### src/rtl/muldiv_pkg.sv
package muldiv_pkg;

  typedef enum logic [1:0] {
    OP_MUL_S = 2'b00,
    OP_MUL_U = 2'b01,
    OP_DIV_S = 2'b10,
    OP_DIV_U = 2'b11
  } mdOp_t;

  // strobes from the sequencer to the datapath
  typedef struct packed {
    logic loadEn;    // capture operands, start iterating
    logic stepEn;    // perform one iteration
    logic finishEn;  // perform the last iteration and write HI/LO
  } mdStrobe_t;

endpackage

### src/rtl/muldiv_ctrl.sv
module muldiv_ctrl
  import muldiv_pkg::*;
#(
  parameter int WIDTH = 32
) (
  input  logic      clk,
  input  logic      rstN,
  input  logic      startValid,
  output mdStrobe_t strobe,
  output logic      busy
);

  localparam int CNT_W = $clog2(WIDTH);
  localparam logic [CNT_W-1:0] LAST_STEP = CNT_W'(WIDTH - 1);

  logic             running;
  logic [CNT_W-1:0] stepCount;
  logic             lastStep;

  assign lastStep = (stepCount == LAST_STEP);

  always_ff @(posedge clk) begin
    if (!rstN) begin
      running   <= 1'b0;
      stepCount <= '0;
    end else if (!running) begin
      if (startValid) begin
        running   <= 1'b1;
        stepCount <= '0;
      end
    end else begin
      stepCount <= stepCount + 1'b1;
      if (lastStep) running <= 1'b0;
    end
  end

  always_comb begin
    strobe.loadEn   = !running && startValid;
    strobe.stepEn   = running && !lastStep;
    strobe.finishEn = running && lastStep;
  end

  assign busy = running;

  // independent count of busy cycles, used only by the checks below
  logic [CNT_W:0] busyRun;
  always_ff @(posedge clk) begin
    if (!rstN)        busyRun <= '0;
    else if (running) busyRun <= busyRun + 1'b1;
    else              busyRun <= '0;
  end

  assert_busy_rises_R7: assert property (@(posedge clk) disable iff (!rstN)
    (!busy && startValid) |=> busy);

  assert_busy_window_R7: assert property (@(posedge clk) disable iff (!rstN)
    $fell(busy) |-> (busyRun == (CNT_W+1)'(WIDTH)));

  assert_start_ignored_R8: assert property (@(posedge clk) disable iff (!rstN)
    (busy && busyRun < (CNT_W+1)'(WIDTH - 1)) |=> busy);

  assert_one_strobe_R7: assert property (@(posedge clk) disable iff (!rstN)
    $onehot0({strobe.loadEn, strobe.stepEn, strobe.finishEn}));

endmodule

### src/rtl/muldiv_dpath.sv
module muldiv_dpath
  import muldiv_pkg::*;
#(
  parameter int WIDTH = 32
) (
  input  logic             clk,
  input  logic             rstN,
  input  mdStrobe_t        strobe,
  input  mdOp_t            opSel,
  input  logic [WIDTH-1:0] opA,
  input  logic [WIDTH-1:0] opB,
  output logic [WIDTH-1:0] hiOut,
  output logic [WIDTH-1:0] loOut
);

  // operation state captured at load
  logic             isDiv;
  logic             negMain;     // negate product or quotient
  logic             negRem;      // negate remainder
  logic             divZero;
  logic             dividendNeg;
  logic             signedDiv;
  logic [WIDTH-1:0] operandM;    // multiplicand or divisor magnitude

  // shared accumulator: accHi is product-high or partial remainder,
  // accLo is multiplier bits or dividend/quotient bits
  logic [WIDTH:0]   accHi;
  logic [WIDTH-1:0] accLo;

  logic [WIDTH-1:0] hiReg;
  logic [WIDTH-1:0] loReg;

  // load-time magnitude conversion
  logic             loadSigned;
  logic             aNeg;
  logic             bNeg;
  logic [WIDTH-1:0] magA;
  logic [WIDTH-1:0] magB;

  always_comb begin
    loadSigned = !opSel[0];
    aNeg = loadSigned && opA[WIDTH-1];
    bNeg = loadSigned && opB[WIDTH-1];
    magA = aNeg ? (~opA + 1'b1) : opA;
    magB = bNeg ? (~opB + 1'b1) : opB;
  end

  // one multiply iteration: conditional add, then shift right
  logic [WIDTH:0]   mulSum;
  logic [WIDTH:0]   mulNextHi;
  logic [WIDTH-1:0] mulNextLo;

  always_comb begin
    mulSum    = accHi + (accLo[0] ? {1'b0, operandM} : '0);
    mulNextHi = {1'b0, mulSum[WIDTH:1]};
    mulNextLo = {mulSum[0], accLo[WIDTH-1:1]};
  end

  // one restoring divide iteration: shift left, trial subtract
  logic [WIDTH:0]   divShift;
  logic [WIDTH:0]   divDiff;
  logic             divFits;
  logic [WIDTH:0]   divNextHi;
  logic [WIDTH-1:0] divNextLo;

  always_comb begin
    divShift  = {accHi[WIDTH-1:0], accLo[WIDTH-1]};
    divDiff   = divShift - {1'b0, operandM};
    divFits   = !divDiff[WIDTH];
    divNextHi = divFits ? divDiff : divShift;
    divNextLo = {accLo[WIDTH-2:0], divFits};
  end

  logic [WIDTH:0]   nextHi;
  logic [WIDTH-1:0] nextLo;

  assign nextHi = isDiv ? divNextHi : mulNextHi;
  assign nextLo = isDiv ? divNextLo : mulNextLo;

  // final sign correction
  logic [2*WIDTH-1:0] prodRaw;
  logic [2*WIDTH-1:0] prodFix;
  logic [WIDTH-1:0]   quoFix;
  logic [WIDTH-1:0]   remFix;
  logic [WIDTH-1:0]   finalHi;
  logic [WIDTH-1:0]   finalLo;

  always_comb begin
    prodRaw = {nextHi[WIDTH-1:0], nextLo};
    prodFix = negMain ? (~prodRaw + 1'b1) : prodRaw;
    quoFix  = divZero ? '1 : (negMain ? (~nextLo + 1'b1) : nextLo);
    remFix  = negRem ? (~nextHi[WIDTH-1:0] + 1'b1) : nextHi[WIDTH-1:0];
    finalHi = isDiv ? remFix : prodFix[2*WIDTH-1:WIDTH];
    finalLo = isDiv ? quoFix : prodFix[WIDTH-1:0];
  end

  always_ff @(posedge clk) begin
    if (!rstN) begin
      isDiv       <= 1'b0;
      negMain     <= 1'b0;
      negRem      <= 1'b0;
      divZero     <= 1'b0;
      dividendNeg <= 1'b0;
      signedDiv   <= 1'b0;
      operandM    <= '0;
      accHi       <= '0;
      accLo       <= '0;
      hiReg       <= '0;
      loReg       <= '0;
    end else begin
      if (strobe.loadEn) begin
        isDiv       <= opSel[1];
        negMain     <= aNeg ^ bNeg;
        negRem      <= opSel[1] && aNeg;
        divZero     <= opSel[1] && (opB == '0);
        dividendNeg <= opA[WIDTH-1];
        signedDiv   <= opSel[1] && loadSigned;
        operandM    <= magB;
        accHi       <= '0;
        accLo       <= magA;
      end else if (strobe.stepEn) begin
        accHi <= nextHi;
        accLo <= nextLo;
      end
      if (strobe.finishEn) begin
        accHi <= nextHi;
        accLo <= nextLo;
        hiReg <= finalHi;
        loReg <= finalLo;
      end
    end
  end

  assign hiOut = hiReg;
  assign loOut = loReg;

  assert_hilo_hold_R9: assert property (@(posedge clk) disable iff (!rstN)
    !strobe.finishEn |=> ($stable(hiReg) && $stable(loReg)));

  assert_divzero_quotient_R6: assert property (@(posedge clk) disable iff (!rstN)
    (strobe.finishEn && isDiv && divZero) |=> (loReg == '1));

  assert_rem_sign_R4: assert property (@(posedge clk) disable iff (!rstN)
    (strobe.finishEn && signedDiv && !divZero) |=>
      (hiReg == '0 || hiReg[WIDTH-1] == dividendNeg));

  assert_rem_below_divisor_R3: assert property (@(posedge clk) disable iff (!rstN)
    (strobe.finishEn && isDiv && !divZero && !negRem) |=> (hiReg < operandM));

endmodule

### src/rtl/muldiv_top.sv
module muldiv_top
  import muldiv_pkg::*;
(
  input  logic        clk,
  input  logic        rstN,
  input  logic        startValid,
  input  logic [1:0]  opSel,
  input  logic [31:0] opA,
  input  logic [31:0] opB,
  output logic        busy,
  output logic [31:0] hiOut,
  output logic [31:0] loOut
);

  localparam int WIDTH = 32;

  mdStrobe_t strobe;

  muldiv_ctrl #(.WIDTH(WIDTH)) ctrl_i (
    .clk        (clk),
    .rstN       (rstN),
    .startValid (startValid),
    .strobe     (strobe),
    .busy       (busy)
  );

  muldiv_dpath #(.WIDTH(WIDTH)) dpath_i (
    .clk    (clk),
    .rstN   (rstN),
    .strobe (strobe),
    .opSel  (mdOp_t'(opSel)),
    .opA    (opA),
    .opB    (opB),
    .hiOut  (hiOut),
    .loOut  (loOut)
  );

endmodule

### config.mk
export PLATFORM = sky130hd
export DESIGN_NAME = muldiv_top
export DESIGN_NICKNAME = d
export VERILOG_FILES = /design/src/rtl/muldiv_pkg.sv /design/src/rtl/muldiv_ctrl.sv /design/src/rtl/muldiv_dpath.sv /design/src/rtl/muldiv_top.sv
export SDC_FILE = /design/constraint.sdc
export NUM_CORES = 1
export LEC_CHECK = 0
export ABC_AREA = 1
export BUFFER_PORTS_ARGS = -buffer_cell sky130_fd_sc_hd__buf_4
export CORE_MARGIN = 4
export CORE_UTILIZATION = 45
export DETAILED_ROUTE_END_ITERATION = 8
export GPL_TIMING_DRIVEN = 0
export SLEW_MARGIN = 20
export SYNTH_ARGS = -nofsm -noshare
export SYNTH_HDL_FRONTEND = slang
export SYNTH_SLANG_ARGS = --single-unit
### constraint.sdc
create_clock -name clk -period 5.5 [get_ports clk]
set_clock_uncertainty 0.1 [all_clocks]
set_input_delay 1.1 -clock clk [delete_from_list [all_inputs] [get_ports clk]]
set_output_delay 1.1 -clock clk [all_outputs]
set_load 0.02 [all_outputs]
==> impl_metrics.yaml <==
timing:
  fin_setup_tns_ps: 0
  slew_headroom: 0.3794
  setup-violations-final: 0
  finalHoldViolations: 0
  tightest_slew_ps: 930.9
  min_period_ps: 5216
  finalWorstSetupSlack_ps: 284.2
  slew_violations: 0
  min_period_over_period: 0.9483
  clock.fmax_ghz: 0.1917
yosys:
  synth-seq-cells: 171
  synth.most_common_cell: "nand2_1"
  synthTopCellsByArea: "dfxtp_1 (21%), nand2_1 (21%), inv_1 (12%)"
  ys_seq_area_frac: 0.2117
  netlist_area_sq_um: 16170
  syn_nets: 3061
  synth_edf_count: 0
  ys_warn_count: 0
  netlist.area_leader.share: 0.2117
  ys.flop_type: "dfxtp_1"
  synth_cell_type_count: 52
  yosysTopAreaCell: "dfxtp_1"
  syn_inst: 2919
  syn_avg_cell_area_sq_um: 5.539
  synthArstFlopShare: 0
  yosys-top-cells-count: "nand2_1 (904), inv_1 (498), nor2_1 (325)"
cts:
  clk_latency_ps: 460
  clockRootBuffer: "clkbuf_16"
  cts_max_level: 4
  cts_made_buffers: 17
  clock_path_buffers: 2
  cts_sinks: 171
  clk_transition_reported_paths_ps: 80
  cts_tree: "done"
place:
  placed_cell_area_sq_um: 17740
  portBuffers: 132
  hpwl_microns: 55600
  globalplace.congestion: 1.045
  dp_slack_ps: -782.0
critical_path:
  r2r_cells: 30
  path_max_fanout: 7
  arrival_ps: 5460
  cpMaxStageDelayCell: "dfxtp_1"
  cp-end-kind: "register"
  worst_setup_path_start_kind: "register"
  crit_type: "reg -> reg"
  slowest_delay_ps: 510
  crit_top_cell: "nand2_1"
  cp.required_ps: 5740
global_route:
  grt_pass1_vias: 18144
  antenna_found_initial: 2
  grt_use_total: 0.3382
  grt_max_degree: 18
  grt_overflow_total: 0
  grt_pass1_wl_microns: 102200
final_layout:
  nNetsFinal: 3217
  syn_to_final_growth_pct: 14.75
  seqCellArea_sq_um: 3430
  fin_util: 0.5229
  fillCellCount: 3878
  diodes: 0
  multiInputGateArea_sq_um: 10560
  final_cell_area_sq_um: 18550
  drive_gt1_frac: 0.08387
floorplan:
  initial_core_util: 0.4557
  die_x_microns: 197.6
  core_area_sq_um: 35480
  die_area_sq_um: 39030
  rows: 69
  die_h_microns: 197.6
  io_pins: 134
hold_path:
  hold_path_class: "reg -> reg"
  hold_path_depth: 2
flow_run:
  cap_violations: 0
routing:
  wirelength_microns: 67010
  vias_per_cell: 5.442
  firstDrtPassIters: 6
  drc: 0
  wire_per_inst_microns: 18.88
  ant_nets: 0
  vias: 19313
  drtIter0Drc: 1982
pwr:
  p_per_area_nw_per_um2: 223.7
  power_leakage_nw: 9.731
  p_total_mw: 4.151
  irDropWorstVdd_v: 0.0002135
run_status:
  run_status: "finished, final reports clean"
[placed cells by master (no fill, tap or decap), types with 11 or more instances in the layout]
| cell | instances |
|---|---|
| o21ai_1 | 24 |
| o21ai_0 | 157 |
| a21oi_1 | 198 |
| xor2_1 | 50 |
| or2_2 | 12 |
| clkbuf_16 | 17 |
| o211ai_1 | 17 |
| buf_4 | 140 |
| o221ai_1 | 11 |
| nor2_1 | 318 |
| inv_1 | 496 |
| nand4_1 | 24 |
| dfxtp_1 | 166 |
| xnor2_1 | 23 |
| nand3b_1 | 15 |
| ha_1 | 69 |
| nand3_1 | 173 |
| nand2_1 | 899 |
| buf_1 | 12 |
| a31oi_1 | 18 |
| nor3_1 | 32 |
| clkbuf_1 | 65 |
[cells by family after synthesis]
family	count (synthesis)	synth area share
DFF	171	0.2117
buffers and inverters	602	0.1425
adders and majority gates	73	0.05742
and+or+nand+nor	1515	0.3818
AOI/OAI and AO/OA	484	0.1665
xor gates and xnor gates	74	0.04008
[registers in the layout, summed over array words and instances, names as in the netlist, 5 cells and up]
name              cells
ctrl_i.stepCount      5
dpath_i.hiOut        32
dpath_i.operandM     32
dpath_i.accHi        33
dpath_i.accLo        32
dpath_i.loOut        32
[per-layer routing]
| layer | vias up | GRT usage | share of wire |
|---|---|---|---|
| met4 | 4 | 0.1245 | 0.039 |
| met1 | 8830 | 0.4683 | 0.45 |
| met3 | 134 | 0.05697 | 0.076 |
| met5 | - | 0 | 0.00052 |
| li1 | 9507 | - | - |
| met2 | 838 | 0.5312 | 0.44 |
[cell type report]
type | count | area share
Buffer | 95 | 0.02198
Clock buffer | 18 | 0.02367
Clock inverter | 14 | 0.01106
Inverter | 507 | 0.1027
Multi-Input combinational cell | 2146 | 0.5692
Sequential cell | 171 | 0.1848
Tap cell | 461 | 0.03109
Timing Repair Buffer | 137 | 0.05543
[path summary, 6_finish.rpt]
| kind | startpoint | endpoint | slack, ps |
|---|---|---|---|
| max | dpath_i.operandM[21] | dpath_i.hiOut[12] | 280 |
| max reg2reg | dpath_i.operandM[21] | dpath_i.hiOut[12] | 280 |
| min reg2reg | ctrl_i.stepCount[4] | ctrl_i.stepCount[4] | 380 |
| min | ctrl_i.stepCount[4] | ctrl_i.stepCount[4] | 380 |
[metrics by stage]
| stage | hold WS (ps) | cells |
|---|---|---|
| floorplan | 328.6 | 2919 |
| global placement | 349.9 | 3512 |
| detailed placement | 364.3 | 3512 |
| CTS | 374.7 | 3544 |
| global route | 396.7 | 3549 |
| finish | 380.9 | 3549 |
[worst max-delay path, delay by kind of cell, from the launching register on]
kind	cells	cell delay, ps
AO/OA/AOI/OAI	5	730
flip-flops	1	510
adder cells (fa/ha/maj)	3	880
XOR/XNOR	1	230
AND/OR/NAND/NOR	17	2280
buffers and inverters	4	350
[power by group]
group | leakage, nW | switching, mW | internal, mW
Combinational | 8.03 | 1.01 | 0.431
Sequential | 1.39 | 0.0602 | 1.29
Clock | 0.310 | 0.618 | 0.749
[timing repair]
item | in CTS | in global routing
pin swaps | 0 | 5
endpoints found under the setup margin | 28 | 27
buffers inserted | 0 | 5
resized for setup | 22 | 22
hold buffers | 0 | 0
Note: power is estimated with default switching activity, not from simulation.
